`src/rtl/pcm_tdm_pkg.sv`:
```
`timescale 1ns/1ps
package pcm_tdm_pkg;
  localparam int SLOT_W     = 6;
  localparam int BYTE_W     = 8;
  localparam int LINES      = 2;
  localparam int FRAME_BITS = (1 << SLOT_W) * BYTE_W;
  localparam int POS_W      = $clog2(FRAME_BITS + 1);
  localparam int IDX_W      = $clog2(BYTE_W);

  typedef struct packed {
    logic              en;
    logic              line;
    logic [SLOT_W-1:0] slot;
  } slot_cfg_t;

  // Frame bit where the slot opens; the counted mode only uses the number
  function automatic int unsigned slot_origin(slot_cfg_t c, logic counted);
    return counted ? int'(c.slot) * BYTE_W : 0;
  endfunction
endpackage

```
`src/rtl/pcm_fs_edge.sv`:
```
`timescale 1ns/1ps
module pcm_fs_edge (
  input  logic clk,
  input  logic rst_n,
  input  logic fs,
  output logic mark
);
  logic fs_fall;
  logic fs_rise;

  always_ff @(negedge clk or negedge rst_n) begin
    if (!rst_n) fs_fall <= 1'b0;
    else        fs_fall <= fs;
  end

  always_ff @(posedge clk or negedge rst_n) begin
    if (!rst_n) fs_rise <= 1'b0;
    else        fs_rise <= fs_fall;
  end

  assign mark = fs_fall & ~fs_rise;
endmodule

```
`src/rtl/pcm_slot_timer.sv`:
```
`timescale 1ns/1ps
module pcm_slot_timer
  import pcm_tdm_pkg::*;
#(
  parameter int PW    = POS_W,
  parameter int LIMIT = FRAME_BITS
) (
  input  logic          clk,
  input  logic          rst_n,
  input  logic          mark,
  input  logic          arm,
  input  logic [PW-1:0] origin,
  output logic          start
);
  localparam logic [PW-1:0] LIM = PW'(LIMIT);
  logic [PW-1:0] pos_q;
  logic [PW-1:0] cur;

  assign cur   = mark ? '0 : pos_q;
  assign start = arm & (cur == origin) & (cur != LIM);

  always_ff @(posedge clk or negedge rst_n) begin
    if (!rst_n)          pos_q <= LIM;
    else if (cur == LIM) pos_q <= LIM;
    else                 pos_q <= cur + 1'b1;
  end
endmodule

```
`src/rtl/pcm_tx_slot.sv`:
```
`timescale 1ns/1ps
module pcm_tx_slot
  import pcm_tdm_pkg::*;
#(
  parameter int W  = BYTE_W,
  parameter int IW = IDX_W
) (
  input  logic         clk,
  input  logic         rst_n,
  input  logic         start,
  input  logic         kill,
  input  logic [W-1:0] byte_in,
  input  logic         line_in,
  output logic         act,
  output logic         line_q,
  output logic         dout,
  output logic         half_rel
);
  logic [W-1:0]  sh;
  logic [IW-1:0] idx;
  logic          last;

  assign last = (idx == IW'(W - 1));
  assign dout = sh[W-1];

  always_ff @(posedge clk or negedge rst_n) begin
    if (!rst_n) begin
      act <= 1'b0; sh <= '0; idx <= '0; line_q <= 1'b0;
    end else if (kill) begin
      act <= 1'b0;
    end else if (start) begin
      act <= 1'b1; sh <= byte_in; idx <= '0; line_q <= line_in;
    end else if (act) begin
      sh  <= sh << 1;
      idx <= idx + 1'b1;
      if (last) act <= 1'b0;
    end
  end

  // Driver enable is released half way through the last bit
  always_ff @(negedge clk or negedge rst_n) begin
    if (!rst_n) half_rel <= 1'b0;
    else        half_rel <= act & last;
  end
endmodule

```
`src/rtl/pcm_rx_slot.sv`:
```
`timescale 1ns/1ps
module pcm_rx_slot
  import pcm_tdm_pkg::*;
#(
  parameter int W  = BYTE_W,
  parameter int IW = IDX_W,
  parameter int NL = LINES
) (
  input  logic          clk,
  input  logic          rst_n,
  input  logic          start,
  input  logic          kill,
  input  logic          line_in,
  input  logic [NL-1:0] din,
  output logic          act,
  output logic [W-1:0]  byte_out,
  output logic          vld
);
  logic [W-1:0]  sh;
  logic [IW-1:0] idx;
  logic          line_q;
  logic          last;

  assign last = (idx == IW'(W - 1));

  always_ff @(posedge clk or negedge rst_n) begin
    if (!rst_n) begin
      act <= 1'b0; idx <= '0; line_q <= 1'b0; byte_out <= '0; vld <= 1'b0;
    end else if (kill) begin
      act <= 1'b0; vld <= 1'b0;
    end else begin
      vld <= act & last;
      if (act & last) byte_out <= sh;
      if (start) begin
        act <= 1'b1; idx <= '0; line_q <= line_in;
      end else if (act) begin
        idx <= idx + 1'b1;
        if (last) act <= 1'b0;
      end
    end
  end

  always_ff @(negedge clk or negedge rst_n) begin
    if (!rst_n)   sh <= '0;
    else if (act) sh <= {sh[W-2:0], din[line_q]};
  end
endmodule

```
`src/rtl/pcm_tdm_port.sv`:
```
`timescale 1ns/1ps
module pcm_tdm_port
  import pcm_tdm_pkg::*;
(
  input  logic              clk,
  input  logic              rst_n,
  input  logic              pdn,
  input  logic              dly_mode,
  input  logic [7:0]        tx_cfg,
  input  logic [7:0]        rx_cfg,
  input  logic              fsx,
  input  logic              fsr,
  input  logic [BYTE_W-1:0] tx_byte,
  input  logic [LINES-1:0]  rx_din,
  output logic [LINES-1:0]  tx_dat,
  output logic [LINES-1:0]  tx_oe,
  output logic [LINES-1:0]  tx_slot_n,
  output logic [BYTE_W-1:0] rx_byte,
  output logic              rx_vld
);
  slot_cfg_t   txc, rxc;
  logic        fsx_mark, fsr_mark;
  logic        tx_start, rx_start;
  logic        tx_act, rx_act;
  logic        tx_ready;
  logic        tx_line, tx_dout, tx_half;
  logic [1:0]  up_cnt, up_nxt;
  logic [POS_W-1:0] tx_origin, rx_origin;

  assign txc       = slot_cfg_t'(tx_cfg);
  assign rxc       = slot_cfg_t'(rx_cfg);
  assign tx_origin = POS_W'(slot_origin(txc, dly_mode));
  assign rx_origin = POS_W'(slot_origin(rxc, dly_mode));

  pcm_fs_edge u_fsx (.clk(clk), .rst_n(rst_n), .fs(fsx), .mark(fsx_mark));
  pcm_fs_edge u_fsr (.clk(clk), .rst_n(rst_n), .fs(fsr), .mark(fsr_mark));

  // Power-up wait: the frame of the second transmit sync is the first one sent
  assign up_nxt   = pdn ? 2'd0 :
                    (fsx_mark && up_cnt != 2'd2) ? up_cnt + 2'd1 : up_cnt;
  assign tx_ready = (up_nxt == 2'd2);

  always_ff @(posedge clk or negedge rst_n) begin
    if (!rst_n) up_cnt <= 2'd0;
    else        up_cnt <= up_nxt;
  end

  pcm_slot_timer u_tx_tmr (
    .clk(clk), .rst_n(rst_n), .mark(fsx_mark),
    .arm(txc.en & tx_ready & ~pdn), .origin(tx_origin), .start(tx_start)
  );

  pcm_slot_timer u_rx_tmr (
    .clk(clk), .rst_n(rst_n), .mark(fsr_mark),
    .arm(rxc.en & ~pdn), .origin(rx_origin), .start(rx_start)
  );

  pcm_tx_slot u_tx (
    .clk(clk), .rst_n(rst_n), .start(tx_start), .kill(pdn),
    .byte_in(tx_byte), .line_in(txc.line), .act(tx_act),
    .line_q(tx_line), .dout(tx_dout), .half_rel(tx_half)
  );

  pcm_rx_slot u_rx (
    .clk(clk), .rst_n(rst_n), .start(rx_start), .kill(pdn),
    .line_in(rxc.line), .din(rx_din), .act(rx_act),
    .byte_out(rx_byte), .vld(rx_vld)
  );

  for (genvar p = 0; p < LINES; p++) begin : g_line
    assign tx_oe[p]     = tx_act & (tx_line == 1'(p));
    assign tx_dat[p]    = tx_oe[p] & tx_dout;
    assign tx_slot_n[p] = ~(tx_oe[p] & ~tx_half);
  end
endmodule

```
`config.mk`:
```
export PLATFORM = sky130hd
export DESIGN_NAME = pcm_tdm_port
export DESIGN_NICKNAME = d
export VERILOG_FILES = /design/src/rtl/pcm_tdm_pkg.sv /design/src/rtl/pcm_fs_edge.sv /design/src/rtl/pcm_slot_timer.sv /design/src/rtl/pcm_tx_slot.sv /design/src/rtl/pcm_rx_slot.sv /design/src/rtl/pcm_tdm_port.sv
export SDC_FILE = /design/constraint.sdc
export NUM_CORES = 1
export LEC_CHECK = 0
export ABC_AREA = 0
export BUFFER_PORTS_ARGS = -buffer_cell sky130_fd_sc_hd__buf_2
export CAP_MARGIN = 0
export CORE_ASPECT_RATIO = 0.8
export CORE_UTILIZATION = 40
export CTS_CLUSTER_DIAMETER = 120
export DETAILED_ROUTE_END_ITERATION = 16
export GPL_TIMING_DRIVEN = 0
export PLACE_DENSITY_LB_ADDON = 0.05
export SLEW_MARGIN = 20
export SYNTH_ARGS = -nofsm -noshare
export SYNTH_HDL_FRONTEND = slang
export SYNTH_SLANG_ARGS = --single-unit
```
`constraint.sdc`:
```
create_clock -name clk -period 7.5 [get_ports clk]
set_clock_uncertainty 0.2 [all_clocks]
set_input_delay 0.75 -clock clk [delete_from_list [all_inputs] [get_ports clk]]
set_output_delay 0.75 -clock clk [all_outputs]
set_load 0.05 [all_outputs]
```
==> qor.yml <==
status: "finished, final reports clean"
clock_insertion_delay_worst_skew_ps: 340
leakage_nw: 1.76
cts_resized: 0
ys_warn_count: 0
slew_violations: 0
seq_area_frac_synth: 0.481
muxShareOfSynthArea: 0.0635
ys.flop_type: "dfrtp_1"
drive_gt1_frac: 0.241
wirelength_um: 6690
synth_area_um2: 3230
instances_no_fill: 500
synth_fp_nets: 373
critPathRequiredTime_ps: 7530
avgRoutedWirePerCell_um: 13.4
worst_pin_slew_ps: 802
cts_buffer_depth: 2
critical_path_class: "flip-flop to flip-flop"
numClockSinks: 62
place.gp.congestion: 0.777
cp_slowest_cell: "a2111o_1"
initial_core_util: 0.425
grt_max_degree: 51
placedCellCount: 484
reg2reg_depth: 9
clkTransAtPathRegs_ps: 80
fin_nets: 431
synth-seq-cells: 62
vdd_drop_max_mv: 0.105
timing.final.ws_setup_ps: 1120
crit_path_cell_trace: "nand2b_1, buf_2, and2_1, inv_1, ha_1, nand2_1, a2111o_1, nor4_4, mux2_2"
hold_buffers: 0
groute.usage.overall: 0.177
final_cell_mix: "nand2_1, buf_2, dfrtp_1"
cts_tree: "built"
cts_root_buf: "clkbuf_8"
hp-class: "input port to asynchronous set/reset pin"
htree_num_levels: 3
io_buffers: 46
syn_area_per_cell_um2: 9.73
ys_async_sr_fraction: 1.00
dp_slack_ps: 1110
drt_pass1_iterations: 4
grt_pass1_vias: 2329
overflow: 0
area_growth_pct: 18.5
diodes: 0
drcViolationCount: 0
cap_violations: 0
ant_nets: 0
cts_buffers: 9
dpl-instance-area_um2: 3620
fp.dieW_um: 102
yosys.area_share.simple: 0.219
critPathArrivalTime_ps: 6410
cp-end-kind: "flip-flop"
floorplan.die_area_um2: 8440
fp.dieH_um: 82.4
slowest_delay_ps: 430
rows: 28
io_pins: 47
antenna_found_initial: 0
slew_headroom: 0.461
finalSetupViolations: 0
fillers: 728
grt_setup_unrepaired: "false"
synth_compound_area_frac: 0.0996
hpwl_um: 4680
setup_tns_ps: 0
cp-start-kind: "flip-flop"
vias: 2470
critPathMaxFanout: 10
coreArea_um2: 7600
hold_viol: 0
vias_per_cell: 4.94
stdcell_area_um2: 3830
synth_adder_area_share: 0.0349
synth-xor-area-share: 0.0678
grt_pass1_wl_um: 11200
p_per_area_nw_per_um2: 221
synth_edf_count: 0
total_power_mw: 0.846
post-cts-setup-buffer-count: 0
ys_types: 44
layout_commonest_cell: "nand2_1"
synth_top_family_by_area: "simple AND/OR/NAND/NOR gates"
syn_inst: 332
first_iter_violations: 89
==> path summary, 6_finish.rpt <==
path,from,slack [ps],to
worst max-delay path,u_fsr.fs_fall,1120,u_rx.line_q
worst min-delay path,rst_n,60,u_tx_tmr.pos_q[8]
worst max register to register,u_fsr.fs_fall,1120,u_rx.line_q
worst min register to register,u_rx.sh[7],250,u_rx.sh[7]
max in group asynchronous,rst_n,2860,u_rx.sh[0]
min in group clk,u_rx.sh[7],250,u_rx.sh[7]
==> metal layers <==
layer,vias up,track usage,routed length [um]
met2,40,0.273,2970
met4,0,0.0386,50
li1,1250,-,-
met3,4,0.0564,252
met5,-,0,0
met1,1176,0.243,3410
==> critical path: cells and delay by family, from the launching register on <==
| family | cells | cell delay, ps |
|---|---|---|
| muxes | 1 | 380 |
| AOI/OAI and AO/OA | 1 | 430 |
| and+or+nand+nor | 4 | 740 |
| DFF | 1 | 420 |
| buffers and inverters | 2 | 240 |
| adders and majority gates | 1 | 130 |
==> registers in the layout (all words and copies together), names as in the netlist <==
register,cells
u_tx.idx,3
u_rx.vld,1
u_tx.act,1
u_fsr.fs_rise,1
u_fsx.fs_rise,1
u_tx.line_q,1
u_rx.line_q,1
u_tx.sh,8
u_fsx.fs_fall,1
u_fsr.fs_fall,1
u_tx_tmr.pos_q,10
u_rx.sh,8
u_rx.byte_out,8
u_rx_tmr.pos_q,10
u_tx.half_rel,1
u_rx.act,1
up_cnt,2
u_rx.idx,3
==> synth_stat cells, drive strengths merged, types with 2 or more instances <==
master / count / area share
a31oi: 2 / 0.0039
inv: 9 / 0.010
and3: 2 / 0.0039
dfrtp: 49 / 0.38
ha: 9 / 0.035
nor3: 8 / 0.012
a211oi: 2 / 0.0046
and2: 5 / 0.0097
o22ai: 3 / 0.0058
mux2: 17 / 0.060
xor2: 11 / 0.030
dfstp: 2 / 0.016
clkbuf: 9 / 0.011
nor4: 3 / 0.010
nor2b: 8 / 0.015
or3: 5 / 0.0097
a21oi: 7 / 0.012
nor2: 22 / 0.026
dfrtn: 11 / 0.085
nand4: 3 / 0.0058
buf: 7 / 0.013
nand3: 11 / 0.017
nand2: 61 / 0.071
xnor2: 14 / 0.038
o211ai: 7 / 0.016
o2bb2ai: 7 / 0.019
nand2b: 12 / 0.023
o21ai: 14 / 0.022
and4bb: 2 / 0.0077
==> cell families (layout without fill, tap and decap cells) <==
family / Yosys count / in the layout
adders and majority gates: 9 / 9
and+or+nand+nor: 145 / 145
AOI/OAI and AO/OA: 48 / 48
DFF: 62 / 62
buffers and inverters: 25 / 88
muxes: 18 / 18
xor gates and xnor gates: 25 / 25
==> through the flow <==
stage          hold slack [ps]   util
2_1_floorplan              237      -
3_3_place_gp               256  0.472
3_5_place_dp               258  0.476
4_1_cts                   52.5  0.503
5_1_grt                   50.5  0.503
6_report                  56.1  0.503
==> power breakdown <==
| group | switching [mW] | internal [mW] | total, mW |
|---|---|---|---|
| logic | 0.0695 | 0.0614 | 0.131 |
| clock network | 0.147 | 0.158 | 0.305 |
| registers | 0.0357 | 0.375 | 0.411 |
| total | 0.252 | 0.594 | 0.846 |
==> final cells by class <==
| class | instances | area [um^2] | area share |
|---|---|---|---|
| plain buffers | 16 | 76.3 | 0.0199 |
| repair buffers | 47 | 260 | 0.0680 |
| multi-input cells | 245 | 1570 | 0.409 |
| flip-flops and latches | 62 | 1550 | 0.406 |
| clock inverters | 7 | 81.3 | 0.0213 |
| inverters | 9 | 33.8 | 0.00883 |
| well taps | 105 | 131 | 0.0343 |
| clock buffers | 9 | 124 | 0.0324 |
No activity file was read; power rests on OpenSTA's default activity.
